File: config.mk
export PLATFORM = sky130hd
export DESIGN_NAME = cpwm_dt_channel
export DESIGN_NICKNAME = d
export VERILOG_FILES = /design/src/rtl/cpwm_pkg.sv /design/src/rtl/cpwm_dead_cnt.sv /design/src/rtl/cpwm_seq_fsm.sv /design/src/rtl/cpwm_evt_flag.sv /design/src/rtl/cpwm_dt_channel.sv
export SDC_FILE = /design/constraint.sdc
export NUM_CORES = 1
export LEC_CHECK = 0
export CAP_MARGIN = 20
export CELL_PAD_IN_SITES_DETAIL_PLACEMENT = 1
export CELL_PAD_IN_SITES_GLOBAL_PLACEMENT = 1
export CORE_UTILIZATION = 30
export DETAILED_ROUTE_END_ITERATION = 10
export MAX_ROUTING_LAYER = met4
export PLACE_DENSITY = 0.81
export SYNTH_ARGS = -nofsm -noshare
export SYNTH_HDL_FRONTEND = slang
export SYNTH_HIERARCHICAL = 1
export SYNTH_SLANG_ARGS = --single-unit
File: constraint.sdc
create_clock -name clk -period 3.23 [get_ports clk]
set_clock_uncertainty 0.1 [all_clocks]
set_input_delay 0.646 -clock clk [delete_from_list [all_inputs] [get_ports clk]]
set_output_delay 0.646 -clock clk [all_outputs]
set_load 0.01 [all_outputs]
File: src/rtl/cpwm_pkg.sv
// Package: types shared by the dead-time PWM channel.
// Assumes: nothing beyond the standard language.
package cpwm_pkg;

    // Sequence position inside one PWM period.
    typedef enum logic [1:0] {
        ST_FIRST  = 2'd0,   // waiting for the first duty match of the period
        ST_DEAD   = 2'd1,   // comparing the local counter with the dead value
        ST_SECOND = 2'd2    // waiting for the second duty match of the period
    } seq_st_e;

    localparam logic [4:0] MODE_FAMILY = 5'b00111;

    // True when the upper mode bits select this channel's function.
    function automatic logic mode_valid(input logic [6:0] m);
        return m[6:2] == MODE_FAMILY;
    endfunction

endpackage

File: src/rtl/cpwm_dead_cnt.sv
// Module: local dead-time counter.
// Does: restarts at zero on a clear request and otherwise counts ticks.
// Assumes: clear and tick come from the same prescaled domain as the shared count.
module cpwm_dead_cnt #(
    parameter int CNT_W = 16
) (
    input  logic             clk,
    input  logic             rst_n,
    input  logic             tick_en,
    input  logic             clr,
    output logic [CNT_W-1:0] cnt
);

    localparam logic [CNT_W-1:0] ONE = {{(CNT_W-1){1'b0}}, 1'b1};

    // Counter register: a clear wins, otherwise step once per tick.
    always_ff @(posedge clk) begin
        if (!rst_n) begin
            cnt <= '0;
        end else if (clr) begin
            cnt <= '0;
        end else if (tick_en) begin
            cnt <= cnt + ONE;
        end
    end

    a_r7_cnt_idle: assert property (@(posedge clk) disable iff (!rst_n)
        (rst_n && !tick_en && !clr) |=> $stable(cnt));

endmodule

File: src/rtl/cpwm_seq_fsm.sv
// Module: edge sequencer of the dead-time PWM channel.
// Does: picks the compare source (shared count or local counter), steps
//       through the leading- or trailing-edge sequence and drives the output.
// Assumes: bus_cnt counts up then down; only acts when tick_en and mode_ok are high.
module cpwm_seq_fsm
    import cpwm_pkg::*;
#(
    parameter int CNT_W = 16
) (
    input  logic             clk,
    input  logic             rst_n,
    input  logic             tick_en,
    input  logic             mode_ok,
    input  logic             lead_mode,
    input  logic             out_pol,
    input  logic [CNT_W-1:0] bus_cnt,
    input  logic [CNT_W-1:0] duty_val,
    input  logic [CNT_W-1:0] dead_val,
    input  logic [CNT_W-1:0] loc_cnt,
    output logic             cnt_clr,
    output logic             pwm_out,
    output logic             ev_lead,
    output logic             ev_trail
);

    seq_st_e state_q, state_d;
    logic    pwm_d;
    logic    use_local;
    logic    step;
    logic    duty_hit;
    logic    dead_hit;

    // Compare source select and the two match detectors.
    always_comb begin
        use_local = (state_q == ST_DEAD);
        step      = tick_en && mode_ok;
        duty_hit  = step && !use_local && (bus_cnt == duty_val);
        dead_hit  = step && use_local && (loc_cnt == dead_val);
    end

    // Next state, output level, counter restart and edge events.
    always_comb begin
        state_d  = state_q;
        pwm_d    = pwm_out;
        cnt_clr  = 1'b0;
        ev_lead  = 1'b0;
        ev_trail = 1'b0;
        unique case (state_q)
            ST_FIRST: begin
                if (duty_hit) begin
                    if (lead_mode) begin
                        cnt_clr = 1'b1;
                        state_d = ST_DEAD;
                    end else begin
                        pwm_d   = out_pol;
                        ev_lead = 1'b1;
                        state_d = ST_SECOND;
                    end
                end
            end
            ST_SECOND: begin
                if (duty_hit) begin
                    if (lead_mode) begin
                        pwm_d    = !out_pol;
                        ev_trail = 1'b1;
                        state_d  = ST_FIRST;
                    end else begin
                        cnt_clr = 1'b1;
                        state_d = ST_DEAD;
                    end
                end
            end
            ST_DEAD: begin
                if (dead_hit) begin
                    if (lead_mode) begin
                        pwm_d   = out_pol;
                        ev_lead = 1'b1;
                        state_d = ST_SECOND;
                    end else begin
                        pwm_d    = !out_pol;
                        ev_trail = 1'b1;
                        state_d  = ST_FIRST;
                    end
                end
            end
            default: begin
                state_d = ST_FIRST;
            end
        endcase
    end

    // Sequence and output registers with synchronous reset.
    always_ff @(posedge clk) begin
        if (!rst_n) begin
            state_q <= ST_FIRST;
            pwm_out <= !out_pol;
        end else begin
            state_q <= state_d;
            pwm_out <= pwm_d;
        end
    end

    a_r8_reset_level: assert property (@(posedge clk)
        !rst_n |=> (pwm_out == !$past(out_pol)));

    a_r7_hold_no_tick: assert property (@(posedge clk) disable iff (!rst_n)
        (rst_n && !tick_en) |=> $stable(pwm_out));

    a_r2_one_event: assert property (@(posedge clk) disable iff (!rst_n)
        !(ev_lead && ev_trail));

endmodule

File: src/rtl/cpwm_evt_flag.sv
// Module: sticky event flag.
// Does: sets on an edge event and clears on request; a set wins over a clear.
// Assumes: set and clear are single-cycle pulses in the clk domain.
module cpwm_evt_flag (
    input  logic clk,
    input  logic rst_n,
    input  logic set_evt,
    input  logic clr_req,
    output logic flag
);

    // Flag register: set has priority over clear.
    always_ff @(posedge clk) begin
        if (!rst_n) begin
            flag <= 1'b0;
        end else if (set_evt) begin
            flag <= 1'b1;
        end else if (clr_req) begin
            flag <= 1'b0;
        end
    end

    a_r6_set_wins: assert property (@(posedge clk) disable iff (!rst_n)
        (rst_n && set_evt) |=> flag);

    a_r8_flag_reset: assert property (@(posedge clk)
        !rst_n |=> !flag);

endmodule

File: src/rtl/cpwm_dt_channel.sv
// Module: center-aligned PWM channel with dead-time insertion (top).
// Does: decodes the mode word, joins the sequencer, the local counter and
//       the sticky flag, and picks which edges raise the flag.
// Assumes: the shared up/down count and tick_en come from one prescaler.
module cpwm_dt_channel
    import cpwm_pkg::*;
#(
    parameter int CNT_W = 16
) (
    input  logic             clk,
    input  logic             rst_n,
    input  logic             tick_en,
    input  logic [CNT_W-1:0] bus_cnt,
    input  logic [6:0]       mode,
    input  logic             out_pol,
    input  logic [CNT_W-1:0] duty_val,
    input  logic [CNT_W-1:0] dead_val,
    input  logic             flag_clr,
    output logic             pwm_out,
    output logic             evt_flag
);

    logic             mode_ok;
    logic             lead_mode;
    logic             both_edges;
    logic             cnt_clr;
    logic             ev_lead;
    logic             ev_trail;
    logic             flag_set;
    logic [CNT_W-1:0] loc_cnt;

    // Mode decode and flag source selection.
    always_comb begin
        mode_ok    = mode_valid(mode);
        lead_mode  = mode[0];
        both_edges = mode[1];
        flag_set   = ev_trail || (both_edges && ev_lead);
    end

    cpwm_dead_cnt #(.CNT_W(CNT_W)) u_cnt (
        .clk     (clk),
        .rst_n   (rst_n),
        .tick_en (tick_en),
        .clr     (cnt_clr),
        .cnt     (loc_cnt)
    );

    cpwm_seq_fsm #(.CNT_W(CNT_W)) u_seq (
        .clk       (clk),
        .rst_n     (rst_n),
        .tick_en   (tick_en),
        .mode_ok   (mode_ok),
        .lead_mode (lead_mode),
        .out_pol   (out_pol),
        .bus_cnt   (bus_cnt),
        .duty_val  (duty_val),
        .dead_val  (dead_val),
        .loc_cnt   (loc_cnt),
        .cnt_clr   (cnt_clr),
        .pwm_out   (pwm_out),
        .ev_lead   (ev_lead),
        .ev_trail  (ev_trail)
    );

    cpwm_evt_flag u_flag (
        .clk     (clk),
        .rst_n   (rst_n),
        .set_evt (flag_set),
        .clr_req (flag_clr),
        .flag    (evt_flag)
    );

    a_r1_invalid_hold: assert property (@(posedge clk) disable iff (!rst_n)
        (rst_n && !mode_ok) |=> ($stable(pwm_out) && !$rose(evt_flag)));

    a_r4_trail_only: assert property (@(posedge clk) disable iff (!rst_n)
        ($rose(evt_flag) && !$past(mode[1])) |-> (pwm_out == !$past(out_pol)));

    a_r5_edge_has_flag: assert property (@(posedge clk) disable iff (!rst_n)
        (rst_n && mode_ok && both_edges && tick_en && ev_lead) |=> evt_flag);

endmodule

==> Word-level counts from Yosys, hierarchy flattened <==
Cells that the tools add are included.
{ "totals": {"ff_bits": 20, "inputBits": 60, "out_inout_bits": 2, "wordCells": 60} }
{ "op_classes": {"addsub": 1, "eq_ne": 14, "mux": 26, "bitwise_logic": 1, "reduce_logical": 14} }
{ "op_table": {"columns": ["op", "count"], "rows": [
  ["16-bit equality test", 2],
  ["16-bit by 1-bit adder with 16-bit output, second input constant", 1],
  ["1-bit 2-to-1 mux", 16],
  ["2-bit 2-to-1 mux", 5],
  ["3-bit inequality test, second input constant", 3],
  ["1-bit logical AND", 6],
  ["3-bit by 2-bit inequality test with 1-bit output, second input constant", 2],
  ["1-bit case mux with 2 select lines", 3],
  ["2-bit case mux with 3 select lines", 1],
  ["6-bit AND reduction", 1],
  ["5-bit by 3-bit equality test with 1-bit output, second input constant", 1],
  ["2-bit by 1-bit inequality test with 1-bit output, second input constant", 2],
  ["4-bit by 1-bit inequality test with 1-bit output, second input constant", 1],
  ["1-bit case mux with 3 select lines", 1],
  ["3-bit AND reduction", 1],
  ["2-bit by 1-bit equality test with 1-bit output, second input constant", 1],
  ["2-bit equality test, second input constant", 1],
  ["1-bit zero test", 2],
  ["2-bit zero test", 1],
  ["2-bit inequality test, second input constant", 1],
  ["2-bit nonzero test", 1],
  ["2-bit OR reduction", 1],
  ["1-bit logical OR", 1],
  ["1-bit inverter", 1]
]} }

==> Logic depth before layout (Yosys ltp) <==
{ "depth": {"depth_word": 9, "mapped_depth": 10, "mapped_depth_nobuf": 10} }

==> Hierarchy <==
The synthesis kept the hierarchy.
{ "by_module_without_submodules": {"columns": ["module", "instances", "cells_per_inst", "area_per_inst_um2", "seq_area_each_um2"], "rows": [
  ["cpwm_seq_fsm", 1, 86, 709.4, 70.1],
  ["cpwm_dead_cnt", 1, 82, 708.2, 320.3],
  ["cpwm_evt_flag", 1, 3, 41.3, 20.0],
  ["cpwm_dt_channel", 1, 3, 20.0, 0.0]
]} }

==> Least setup slack after synthesis <==
OpenSTA, ideal clock, no wires.
{ "synth_path": {"path_type": "in2reg", "from": "input port duty_val[0]", "to": "register u_cnt.cnt[0]", "setup_time_ns": 0.128, "arrival_time_ns": 2.583, "required_ns": 3.002, "path_slack_ns": 0.420, "stages": 9, "n_path_buf": 2, "path_cell_list": "xnor2_1 > nand4_1 > or4_1 > nor4_4 > nor2b_1 > nand2b_1 > clkbuf_1 > clkbuf_1 > nor2_1"} }
{ "synth_via": {"elab_chain_len": 5, "elab_cells_between_ends": 6, "cone_classes": "1 x eq/ne; 3 x mux; 2 x reduce/logical"} }
{ "synth_rtl": {"columns": ["element", "line_no", "source"], "rows": [
  ["start: declaration", "cpwm_dt_channel.sv:16", "input logic [CNT_W-1:0] duty_val,"],
  ["16-bit equality test (*)", "cpwm_seq_fsm.sv:37", "duty_hit = step && !use_local && (bus_cnt == duty_val);"],
  ["1-bit logical AND (*)", "cpwm_seq_fsm.sv:37", null],
  ["1-bit 2-to-1 mux", null, null],
  ["1-bit case mux with 2 select lines (*)", "cpwm_seq_fsm.sv:48", "unique case (state_q)"],
  ["net cnt_clr", "cpwm_dt_channel.sv:26", "logic cnt_clr;"],
  ["2-bit OR reduction (no source line) (*)", null, null],
  ["end signal: assignment", "cpwm_dead_cnt.sv:23", "cnt <= cnt + ONE;"],
  ["end: declaration", "cpwm_dead_cnt.sv:11", "output logic [CNT_W-1:0] cnt"]
]} }
Mark *: on every way through the listed nets, which the timed path passes. The rest lies on a longest branch.
A chain may end at the register's enable or synchronous reset.

==> Worst setup path after layout <==
{ "layout_path": {"from": "input port bus_cnt[8]", "to": "register u_cnt.cnt[12]"} }
{ "layout_via": {"elab_chain_len": 5, "elab_cells_between_ends": 6, "cone_classes": "1 x eq/ne; 3 x mux; 2 x reduce/logical"} }
{ "layout_rtl": {"columns": ["element", "line_no", "source"], "rows": [
  ["start: declaration", "cpwm_dt_channel.sv:13", "input logic [CNT_W-1:0] bus_cnt,"],
  ["16-bit equality test (*)", "cpwm_seq_fsm.sv:37", null],
  ["1-bit logical AND (*)", "cpwm_seq_fsm.sv:37", null],
  ["1-bit 2-to-1 mux", null, null],
  ["1-bit case mux with 2 select lines (*)", "cpwm_seq_fsm.sv:48", null],
  ["net cnt_clr", "cpwm_dt_channel.sv:26", null],
  ["2-bit OR reduction (no source line) (*)", null, null]
]} }
Marks and branches as above.

==> results.cfg <==
[status]
status = finished clean

[timing]
hold_violations = 0
finalMaxSlewViolations = 0
rsz0062_at_grt = false
setup_violations = 0
relSlewSlack_pct = 57.1
tightestPinTransition_ns = 0.637
maxClockFrequency_mhz = 345
min_period_ns = 2.90
setup_tns_ns = 0
fin_crit_sh_pct = 89.7

[synth]
synthFlopType = dfxtp_1
synth_edf_count = 1
synth_top_area_cell = dfxtp_1
synth-async-reset-ratio_pct = 0
synth_area_leaders = dfxtp_1 26%, xnor2_1 21%, nor2_1 4.8%
netlist.area_leader.share_pct = 25.7
ys_top_cells_by_count = 36 x xnor2_1, 19 x dfxtp_1, 19 x nor2_1
synth_seq_cells = 20
synth_cell_types = 39
syn-num-nets = 239
syn-cell-area_sq_mm = 0.00148
ys_warn_count = 6
seq_area_frac_synth_pct = 27.7
avgSynthCellArea_sq_um = 8.50
synth.most_common_cell = xnor2_1
synthCells = 174

[critical_path]
critPathBufInv = 1
critical_path.max_fanout = 4
arrival_ns = 2.96
max_stage_delay_ns = 0.56
critical_path.endpoint_type = register
critical_path_class = primary input to register
slowest_stage = or4_1
critical_path.top_delay_family = simple AND/OR/NAND/NOR gates
path_cells = clkdlybuf4s50_1 > xnor2_1 > nand4_1 > or4_1 > nor4_4 > nor2b_1 > nand2b_1 > nor2_1 > a31o_2
worstSetupStartpointType = primary input
crit_required_ns = 3.29

[power]
p_int_uw = 457
p_leak_uw = 0.000778
swShare_pct = 23.3
clock_power_share_pct = 33.4
p_seq_share_pct = 43.0
switchingPower_uw = 138
peakVddDrop_v = 0.000202
pwr-share-comb_pct = 23.7
power.density_mw_per_mm2 = 263

[flow_run]
maxCapViolCount = 0

[clock_network]
clk_path_buf_depth = 2
clock_latency_ns = 0.26
cts_tree = built
cts_made_buffers = 3
post_cts_buffers = 0
ctsResizeCount = 0
postCtsHoldBufs = 0
cts_max_level = 1
clk_pin_slew_ns = 0.08
clock_tree.root_cell = clkbuf_8
clock-sinks = 20

[layout]
drive_above_1_share_pct = 9.09
antennaDiodeCount = 0
area_delta_synth_final_pct = 53.0
nFillCells = 586
final_area_sq_mm = 0.00226
nNetsFinal = 308

[detailed_routing]
ant_nets = 0
firstDrtPassIters = 3
top_layer = met4
drtIter0Drc = 48
num_vias = 1451
met3_wirelength_um = 114
drc = 0
routedWlPerCell_um = 13.3
met2_length_um = 2200
wl_met1_um = 1700
totalWireLength_um = 4120
vias_per_cell = 4.70

[grt]
grt_max_degree = 12
grtUsageTotal_pct = 17.6
overflow = 0
grt_pass1_wl_um = 7070
antenna_found_initial = 0
grt_pass1_vias = 1521

[floorplanning]
core_region_area_sq_mm = 0.00472
io_pins = 62
start_util_pct = 31.3
dieArea_sq_mm = 0.00521
die_h_um = 72.2
row_count = 25
die_x_um = 72.2

[placed_design]
numPortBuffers = 61
post-dp-hpwl_um = 3450
gp_congestion = 0.779
placed_area_sq_mm = 0.00221

[worst_hold_path]
hold_class = register to register
==> state kept, by name (all words and copies together) (netlist names) <==
name	count
u_cnt/cnt	16
u_flag/flag	1
u_seq/pwm_out	1
u_seq/state_q	2
==> worst register-to-register path: cells and delay by family (launching register included) <==
family,cells,cell delay [ns]
flops,1,0.35
compound gates,2,0.28
fa+ha+maj,1,0.27
simple gates,3,1.12
buf+inv,2,0.18
==> kinds of logic (layout without fill, tap and decap cells) <==
| group | count (synthesis) | count (layout) | share of synthesized area [%] |
|---|---|---|---|
| xor+xnor | 42 | 42 | 24.9 |
| fa+ha+maj | 5 | 5 | 4.23 |
| compound gates | 21 | 21 | 9.14 |
| flops | 20 | 20 | 27.7 |
| simple gates | 70 | 70 | 27.7 |
| buf+inv | 11 | 79 | 2.79 |
| mux | 5 | 5 | 3.47 |
==> metrics by stage <==
step           cells  setup slack [ns]  utilization (%)  total power, uW  hold slack (ns)
2_1_floorplan    174             0.420                -              310            0.363
3_3_place_gp     305             0.117             46.7              401            0.379
3_5_place_dp     305            0.0440             46.7              403            0.391
4_1_cts          309             0.294             47.9              604            0.413
5_1_grt          309             0.174             47.9              631            0.456
6_report         309             0.333             47.9              595            0.407
==> final timing paths <==
path / start / end / slack, ns / cells after the start
setup / recovery: bus_cnt[8] / u_cnt/cnt[12] / 0.33 / 9
hold / removal: u_seq/state_q[0] / u_seq/state_q[0] / 0.41 / 2
setup reg to reg: u_seq/state_q[1] / u_seq/pwm_out / 0.65 / 8
hold reg to reg: u_seq/state_q[0] / u_seq/state_q[0] / 0.41 / 2
==> routing by layer <==
layer  GRT usage (%)  vias to the layer above
met5               -                        -
met4            5.45                        0
met3            3.19                       10
met2            30.7                       24
met1            20.5                      678
li1                -                      739
==> cells in the final DEF, fill, tap and decap left out, drive strengths merged <==
cell type      count
a21o               1
a21oi              7
a31o               1
a31oi              2
a41o               1
and4               1
buf                6
clkbuf             4
clkdlybuf4s50     61
dfxtp             19
edfxtp             1
ha                 5
inv                8
mux2               1
mux2i              4
nand2             12
nand2b             2
nand3              6
nand3b             1
nand4              8
nor2              19
nor2b              3
nor3               5
nor4               5
o21a               1
o21ai              5
o22ai              1
o31a               1
o31ai              1
or3                3
or3b               1
or4                4
xnor2             36
xor2               6
==> cell type report <==
| type | instances | area, sq um | area share [%] |
|---|---|---|---|
| Sequential cell | 20 | 410 | 18.1 |
| Clock buffer | 4 | 55.1 | 2.43 |
| Inverter | 8 | 30.0 | 1.33 |
| Timing Repair Buffer | 67 | 656 | 29.0 |
| Tap cell | 67 | 83.8 | 3.71 |
| Multi-Input combinational cell | 143 | 1030 | 45.4 |
==> power by group through the flow <==
| stage | clock network [uW] | registers [uW] | logic [uW] |
|---|---|---|---|
| finish | 198 | 256 | 141 |
| global route | 221 | 257 | 153 |
| floorplan | 0 | 261 | 48.7 |
| detailed placement | 0 | 262 | 141 |
| global placement | 0 | 262 | 139 |
| CTS | 206 | 256 | 142 |
Note: power is estimated with default switching activity, not from simulation.
